<file path="src/rtl/ctlreg_pkg.sv">
package ctlreg_pkg;

  localparam int KEY_W  = 13;
  localparam int SLOT_W = 6;

  typedef enum logic [1:0] {
    ACC_BYTE = 2'd0,
    ACC_HALF = 2'd1,
    ACC_WORD = 2'd2
  } acc_size_e;

  // Lane mask for an access size; unknown code treated as a full word
  function automatic logic [31:0] size_mask(input logic [1:0] sz);
    case (sz)
      ACC_BYTE: size_mask = 32'h0000_00FF;
      ACC_HALF: size_mask = 32'h0000_FFFF;
      default:  size_mask = 32'hFFFF_FFFF;
    endcase
  endfunction

  // Write merge: only the lanes of the access size change
  function automatic logic [31:0] merge_write(input logic [31:0] old_v,
                                              input logic [31:0] new_v,
                                              input logic [1:0]  sz);
    logic [31:0] m;
    m = size_mask(sz);
    merge_write = (old_v & ~m) | (new_v & m);
  endfunction

  // Zero-extended narrow read
  function automatic logic [31:0] narrow_read(input logic [31:0] v,
                                              input logic [1:0]  sz);
    narrow_read = v & size_mask(sz);
  endfunction

  function automatic logic [KEY_W-1:0] bank_key(input logic [28:0] a);
    bank_key = a[28:16];
  endfunction

  function automatic logic [SLOT_W-1:0] slot_of(input logic [28:0] a);
    slot_of = a[7:2];
  endfunction

  // Reset word of a slot
  function automatic logic [31:0] slot_init(input logic [31:0] base,
                                            input int bank,
                                            input int slot);
    slot_init = base | (32'(bank) << 8) | 32'(slot);
  endfunction

endpackage

</file>
<file path="src/rtl/ctlreg_bank_sel.sv">
module ctlreg_bank_sel
  import ctlreg_pkg::*;
#(
  parameter int NBANK = 3,
  parameter int NWO   = 2,
  parameter int NSLOT = 18,
  parameter logic [NBANK-1:0][KEY_W-1:0] BANK_KEY = {13'h1FD8, 13'h1FD0, 13'h1F00},
  parameter logic [NWO-1:0][KEY_W-1:0]   WO_KEY   = {13'h1F94, 13'h1F90},
  parameter logic [NBANK-1:0][7:0]       RD_LIMIT = {8'h2C, 8'h10, 8'h44},
  parameter logic [NBANK-1:0][7:0]       WR_LIMIT = {8'h2C, 8'h0C, 8'h3C},
  localparam int BW = (NBANK > 1) ? $clog2(NBANK) : 1
) (
  input  logic [28:0]   addr_lo,
  output logic          bank_hit,
  output logic [BW-1:0] bank_idx,
  output logic          wo_hit,
  output logic          rd_in,
  output logic          wr_in
);

  logic [KEY_W-1:0]  key;
  logic [SLOT_W-1:0] slot;
  logic [7:0]        rd_lim;
  logic [7:0]        wr_lim;
  logic              slot_ok;

  assign key     = bank_key(addr_lo);
  assign slot    = slot_of(addr_lo);
  assign slot_ok = (32'(slot) < NSLOT);

  always_comb begin
    bank_hit = 1'b0;
    bank_idx = '0;
    rd_lim   = '0;
    wr_lim   = '0;
    for (int i = 0; i < NBANK; i++) begin
      if (key == BANK_KEY[i]) begin
        bank_hit = 1'b1;
        bank_idx = BW'(i);
        rd_lim   = RD_LIMIT[i];
        wr_lim   = WR_LIMIT[i];
      end
    end
  end

  always_comb begin
    wo_hit = 1'b0;
    for (int j = 0; j < NWO; j++) begin
      if (key == WO_KEY[j]) wo_hit = 1'b1;
    end
  end

  assign rd_in = bank_hit && slot_ok && (addr_lo[15:0] <= {8'h00, rd_lim});
  assign wr_in = bank_hit && slot_ok && (addr_lo[15:0] <= {8'h00, wr_lim});

endmodule

</file>
<file path="src/rtl/ctlreg_slot_bank.sv">
module ctlreg_slot_bank
  import ctlreg_pkg::*;
#(
  parameter int          NSLOT    = 18,
  parameter int          BANK_ID  = 0,
  parameter logic [63:0] NOACC    = 64'h0,
  parameter logic [63:0] CONSTS   = 64'h0,
  parameter logic [31:0] RST_BASE = 32'hC0DE_0000
) (
  input  logic              clk,
  input  logic              rst_n,
  input  logic              wr_en,
  input  logic [SLOT_W-1:0] slot,
  input  logic [1:0]        wr_size,
  input  logic [31:0]       wr_data,
  output logic [31:0]       rd_value
);

  logic [NSLOT-1:0][31:0] cells;

  for (genvar s = 0; s < NSLOT; s++) begin : g_slot
    localparam logic [31:0] INIT = slot_init(RST_BASE, BANK_ID, s);
    if (NOACC[s]) begin : g_none
      assign cells[s] = 32'h0;
    end else if (CONSTS[s]) begin : g_const
      assign cells[s] = INIT;
    end else begin : g_store
      logic [31:0] cell_q;
      always_ff @(posedge clk or negedge rst_n) begin
        if (!rst_n)
          cell_q <= INIT;
        else if (wr_en && slot == SLOT_W'(s))
          cell_q <= merge_write(cell_q, wr_data, wr_size);
      end
      assign cells[s] = cell_q;
    end
  end

  always_comb begin
    rd_value = 32'h0;
    for (int s = 0; s < NSLOT; s++) begin
      if (slot == SLOT_W'(s)) rd_value = cells[s];
    end
  end

endmodule

</file>
<file path="src/rtl/ctlreg_decoder.sv">
module ctlreg_decoder
  import ctlreg_pkg::*;
#(
  parameter int NBANK = 3,
  parameter int NWO   = 2,
  parameter int NSLOT = 18,
  parameter logic [NBANK-1:0][KEY_W-1:0] BANK_KEY  = {13'h1FD8, 13'h1FD0, 13'h1F00},
  parameter logic [NWO-1:0][KEY_W-1:0]   WO_KEY    = {13'h1F94, 13'h1F90},
  parameter logic [NBANK-1:0][7:0]       RD_LIMIT  = {8'h2C, 8'h10, 8'h44},
  parameter logic [NBANK-1:0][7:0]       WR_LIMIT  = {8'h2C, 8'h0C, 8'h3C},
  parameter logic [NBANK-1:0][63:0]      NOACC_MAP = {64'h0, 64'h0, 64'h2},
  parameter logic [NBANK-1:0][63:0]      CONST_MAP = {64'h0, 64'h0, 64'h4},
  parameter logic [31:0]                 RST_BASE  = 32'hC0DE_0000
) (
  input  logic        clk,
  input  logic        rst_n,
  input  logic        req_valid,
  input  logic        we,
  input  logic [31:0] addr,
  input  logic [1:0]  size,
  input  logic [31:0] wdata,
  output logic [31:0] rd_data,
  output logic        err_o
);

  localparam int BW = (NBANK > 1) ? $clog2(NBANK) : 1;

  logic [28:0]   addr_lo;
  logic          bank_hit;
  logic [BW-1:0] bank_idx;
  logic          wo_hit;
  logic          rd_in;
  logic          wr_in;
  logic          wr_commit;
  logic          rd_commit;
  logic          bad_access;
  logic [31:0]   sel_value;
  logic [31:0]   bank_rd [NBANK];
  logic [4:0]    unused_addr;

  assign addr_lo     = addr[28:0];
  assign unused_addr = {addr[31:29], addr[1:0]};

  ctlreg_bank_sel #(
    .NBANK(NBANK), .NWO(NWO), .NSLOT(NSLOT),
    .BANK_KEY(BANK_KEY), .WO_KEY(WO_KEY),
    .RD_LIMIT(RD_LIMIT), .WR_LIMIT(WR_LIMIT)
  ) u_sel (
    .addr_lo (addr_lo),
    .bank_hit(bank_hit),
    .bank_idx(bank_idx),
    .wo_hit  (wo_hit),
    .rd_in   (rd_in),
    .wr_in   (wr_in)
  );

  // Named events for the checker
  assign wr_commit  = req_valid && we && wr_in;
  assign rd_commit  = req_valid && !we && rd_in;
  assign bad_access = req_valid && !wo_hit && (we ? !wr_in : !rd_in);

  for (genvar b = 0; b < NBANK; b++) begin : g_bank
    ctlreg_slot_bank #(
      .NSLOT(NSLOT), .BANK_ID(b),
      .NOACC(NOACC_MAP[b]), .CONSTS(CONST_MAP[b]),
      .RST_BASE(RST_BASE)
    ) u_bank (
      .clk     (clk),
      .rst_n   (rst_n),
      .wr_en   (wr_commit && bank_idx == BW'(b)),
      .slot    (slot_of(addr_lo)),
      .wr_size (size),
      .wr_data (wdata),
      .rd_value(bank_rd[b])
    );
  end

  always_comb begin
    sel_value = 32'h0;
    for (int b = 0; b < NBANK; b++) begin
      if (bank_idx == BW'(b)) sel_value = bank_rd[b];
    end
  end

  always_ff @(posedge clk or negedge rst_n) begin
    if (!rst_n) begin
      rd_data <= 32'h0;
      err_o   <= 1'b0;
    end else begin
      rd_data <= rd_commit ? narrow_read(sel_value, size) : 32'h0;
      err_o   <= bad_access;
    end
  end

endmodule

</file>
<file path="config.mk">
export PLATFORM = sky130hd
export DESIGN_NAME = ctlreg_decoder
export DESIGN_NICKNAME = d
export VERILOG_FILES = /design/src/rtl/ctlreg_pkg.sv /design/src/rtl/ctlreg_bank_sel.sv /design/src/rtl/ctlreg_slot_bank.sv /design/src/rtl/ctlreg_decoder.sv
export SDC_FILE = /design/constraint.sdc
export NUM_CORES = 2
export LEC_CHECK = 0
export ABC_AREA = 1
export BUFFER_PORTS_ARGS = -buffer_cell sky130_fd_sc_hd__buf_2
export CAP_MARGIN = 20
export CORE_MARGIN = 2
export CORE_UTILIZATION = 30
export DETAILED_ROUTE_END_ITERATION = 10
export SYNTH_ARGS = -nofsm -noshare
export SYNTH_HDL_FRONTEND = slang
export SYNTH_HIERARCHICAL = 1
export SYNTH_SLANG_ARGS = --single-unit
</file>
<file path="constraint.sdc">
create_clock -name clk -period 1.3 [get_ports clk]
set_input_delay 0.26 -clock clk [delete_from_list [all_inputs] [get_ports clk]]
set_output_delay 0.26 -clock clk [all_outputs]
set_load 0.02 [all_outputs]
</file>
# --- After elaboration in Yosys (flattened, before gate mapping) ---
# Index checks and enable logic that the tools add are counted.
totals:
  register_bits: 1697
  output_inout_bits: 33
classes:
  n_lt_le_gt_ge: 3
  n_eq_ne: 25
  muxes: 125
  bitwise: 209
  reduce_logical: 71
ops:
  columns: ["operator", "n"]
  rows:
  - ["two-way mux 32 bit", 110]
  - ["bitwise AND 32 bit", 105]
  - ["NOT 32 bit", 52]
  - ["OR 32 bit", 52]
  - ["== test 13 bit, second input constant", 5]
  - ["logical AND 1 bit", 64]
  - ["case mux 32 bit (2 select lines)", 1]
  - ["== test 6 x 4 -> 1 bit, second input constant", 8]
  - ["== test 6 x 3 -> 1 bit, second input constant", 4]
  - ["two-way mux 7 bit", 3]
  - ["two-way mux 6 bit", 3]
  - ["less-or-equal comparator 16 x 6 -> 1 bit", 1]
  - ["less-or-equal comparator 16 x 7 -> 1 bit", 1]
  - ["== test 6 x 2 -> 1 bit, second input constant", 2]
  - ["== test 6 x 5 -> 1 bit, second input constant", 2]
  - ["two-way mux 1 bit", 7]
  - ["== test 6 x 1 -> 1 bit, second input constant", 1]
  - ["logical NOT 6 bit", 1]
  - ["< comparator 6 x 5 -> 1 bit, second input constant", 1]
  - ["== test 2 x 1 -> 1 bit, second input constant", 2]
  - ["logical NOT 1 bit", 4]
  - ["logical NOT 2 bit", 2]
  - ["== test 2 bit, second input constant", 1]
  - ["two-way mux 2 bit", 1]

# --- Logic depth before layout (Yosys ltp) ---
logic_depth:
  ltp_word: 24
  depth_mapped: 26
  depth_no_buf: 23

# --- Cells and area by module ---
# The synthesis kept the hierarchy.
by_module_without_submodules:
  columns: ["mod", "n_inst", "cells_each", "area_each_um2", "seq_area_each_um2"]
  rows:
  - ["ctlreg_slot_bank at g_bank[1].u_bank ...", 2, 3051, 25486.9, 14660.3]
  - ["ctlreg_slot_bank at g_bank[0].u_bank", 1, 2750, 23077.1, 13013.7]
  - ["ctlreg_decoder", 1, 262, 1904.3, 825.8]
  - ["ctlreg_bank_sel", 1, 87, 488.0, 0.0]

# --- Worst setup path before layout ---
# OpenSTA, ideal clock, no wires.
synth_timing:
  path_type: "in2reg"
  from: "input port addr[17]"
  to: "register (tool-made name)"
  setup_ns: 0.135
  arrival_ns: 3.387
  required_ns: 1.165
  slack_ns: -2.221
  cell_stages: 24
  path_buffers: 2
  cell_sequence: "nor2_1 nand2_1 nor2_1 nand2_2 nand2_1 inv_1 ha_1 nand2_1 nor3b_1 nand2_1 nand2_1 nand2_1 nor2_1 nand2_1 inv_1 nand2_1 nor3_1 inv_2 buf_4 nor2_1 nand2_1 clkbuf_1 nand2_1 o21ai_0"
synth_rtl:
  columns: ["item", "line", "text"]
  rows:
  - ["from (decl)", "ctlreg_decoder.sv:19", "input logic [31:0] addr,"]

==> impl_metrics.yaml <==
outcome:
  status: "finished with violations"
  violations: "setup timing"
detailed_routing:
  dr.first_iter.drc_count: 5841
  detail-route-antenna-nets: 0
  routedWlPerCell_um: 18.4
  first_pass_iters: 8
  via_count: 66300
  avgViaCountPerCell: 4.93
  drc: 0
  drt_wl_total_um: 248000
floorplanning:
  start_util_pct: 30.1
  rows: 185
  die_x_um: 509
  fp.dieH_um: 509
  core_area_sq_um: 254000
  fp.dieArea_sq_um: 259000
  io_pins: 103
global_routing:
  grt_pass1_vias: 65100
  met1_usage_pct: 24.6
  grt_use_total_pct: 18.6
  antenna_found_initial: 9
  grt_pass1_wl_um: 382000
  busiest_layer: "met2"
  grt_start_max_net_pins: 80
  globalRouteMet3Util_pct: 2.59
  use_met2_pct: 31.2
  overflow: 0
logic_synthesis:
  syn_area_per_cell_sq_um: 8.31
  yosys_register_bits: 1697
  synth-edff-count: 0
  syn_nets: 9280
  yosysTopAreaCell: "dfrtp_1"
  synth_top_area_share_pct: 37.4
  synth_common_cells: "nand2_1 (3084), o21ai_0 (1443), dfrtp_1 (1142)"
  synthTopCellsByArea: "dfrtp_1 (37%), dfstp_2 (19%), nand2_1 (15%)"
  synthFlopType: "dfrtp_1"
  synth-async-reset-ratio_pct: 100
  synth_cell_types: 38
  ys_seq_area_share_pct: 56.5
  netlist_area_sq_um: 76400
  synth_warnings: 6
  yosysMostFrequentCell: "nand2_1"
  syn_inst: 9201
pwr:
  ir_worst_vdd_v: 0.00114
  power_frac_seq_pct: 48.3
  p_switching_uw: 25700
  power_frac_comb_pct: 4.9
  swShare_pct: 23.5
  power.share.clock_pct: 46.7
  leakage_uw: 0.0434
  intPower_uw: 83800
  total_power_uw: 109000
  cellPowerDensity_nw_per_um2: 1100
place:
  numPortBuffers: 99
  place_congestion: 0.889
  hpwl_um: 171000
  pre_cts_ws_ns: -2.28
final_layout:
  fin_nets: 10000
  area_delta_synth_final_pct: 29.6
  post-route-util_pct: 39.1
  layout-drive-gt1-share_pct: 25.8
hold_path:
  hold_class: "input pin to flop"
timing:
  relSlewSlack_pct: 41.5
  setup_ws_ns: -1.29
  rsz0062_at_grt: "true"
  setup_viol: 1730
  maxSlewViolCount: 0
  finClkSkew_ns: 0.0253
  fmax_mhz: 386
  fin_crit_sh_pct: 199
  fin_crit_ns: 2.59
  finalHoldViolations: 0
  worst_slew_pin_slew_ns: 0.874
setup_path:
  cp-start-kind: "input pin"
  max_stage_delay_ns: 0.26
  worstPathMaxFanout: 16
  path_class: "input pin to flop"
  end_kind: "flop"
  arrival_ns: 3.31
  path_buf_inv: 8
  cp_top_family: "simple AND/OR/NAND/NOR gates"
  crit_required_ns: 2.02
  crit_path_top_delay_cell: "ha_4"
clocking:
  cts.sinks: 1697
  cts_tree: "built"
  htreeDepth: 4
  cts-root-buf: "clkbuf_16"
  cts.clk_slew.worst_paths_ns: 0.07
  clockBufferDepth: 3
  cts_made_buffers: 175
  clock_latency_ns: 0.82
flow_run:
  drv_cap: 0
[metrics by stage]
step	hold WS [ns]	setup TNS [ns]	instance area, sq um	cells
floorplan	-0.0356	-2438.86	78100	9201
global placement	0.118	-3741.36	88600	13000
detailed placement	0.117	-3520.69	88600	13000
CTS	0.00146	-1832.43	97100	13400
global route	0.0415	-2179.60	99100	13400
finish	0.0864	-1848.72	99100	13400
[metal layers]
metal / vias up / routed length, um
met3: 494 / 12600
met1: 32400 / 106000
li1: 31400 / -
met5: - / 19
met2: 1972 / 120000
met4: 2 / 8930
[logic make-up (layout without fill, tap and decap cells)]
logic type	Yosys count	in the layout	synth area share [%]
flip-flops	1697	1697	56.5
adder cells (fa/ha/maj)	9	9	0.147
AO/OA/AOI/OAI	1834	1834	12.3
AND/OR/NAND/NOR	4553	4567	25.4
other	0	2	0
buffers and inverters	1108	1974	5.72
[cell type report]
type	instances	area, sq um
clock buffers	280	5290
diodes	2	5.00
flip-flops and latches	1697	43200
repair buffers	1084	12200
inverters	549	2190
clock inverters	51	532
fillers	25100	155000
repair inverters	10	95.1
multi-input cells	6410	31400
well taps	3366	4210
[worst paths after layout]
path	startpoint	endpoint	slack (ns)	cells after the start
setup reg to reg	flop	rd_data[12]	-1.07	14
hold reg to reg	flop	flop	0.47	2
setup / recovery	addr[19]	flop	-1.29	27
min in group asynchronous	rst_n	asynchronous set/reset pin	0.13	3
max in group asynchronous	rst_n	asynchronous set/reset pin	0.43	4
hold / removal	req_valid	err_o	0.09	5
[placed cells by master, fill, tap and decap left out, drive strengths merged]
master,synthesis,routed
inv,546,544
or2,138,138
o21bai,1,1
buf,118,1028
o21ai,1590,1590
bufinv,0,7
bufbuf,0,1
nand2,3112,3126
dlygate4sd3,0,34
ha,9,9
o21a,60,60
clkbuf,441,301
clkinvlp,0,18
dfstp,555,555
nand3b,11,11
nand4,315,315
o211ai,25,25
nor2,572,572
nor3b,1,1
diode,0,2
a21oi,158,158
dfrtp,1142,1142
clkinv,3,41
nand3,380,380
and3,1,1
nor3,23,23
[worst reg2reg max path, delay by kind of cell, from the launching register on]
family | cells | cell delay, ns
flip-flops | 1 | 0.37
buffers and inverters | 1 | 0.12
AND/OR/NAND/NOR | 13 | 1.73
[power groups by stage]
stage          Combinational (uW)  Sequential [uW]  Clock [uW]
2_1_floorplan                1400            53800           0
3_3_place_gp                 5050            53800           0
3_5_place_dp                 5100            53800           0
4_1_cts                      5290            52900       52100
5_1_grt                      5800            52900       54400
6_report                     5380            52900       51100
[repair_timing]
action                     in CTS  in global routing
buffers inserted               36                 18
resized for setup             454                410
pin swaps                      46                 58
hold endpoints to repair     1570                  0
gates cloned                   40                 37
setup endpoints to repair    1730               1730
hold buffers                   34                  0
Note: power is estimated with default switching activity, not from simulation.
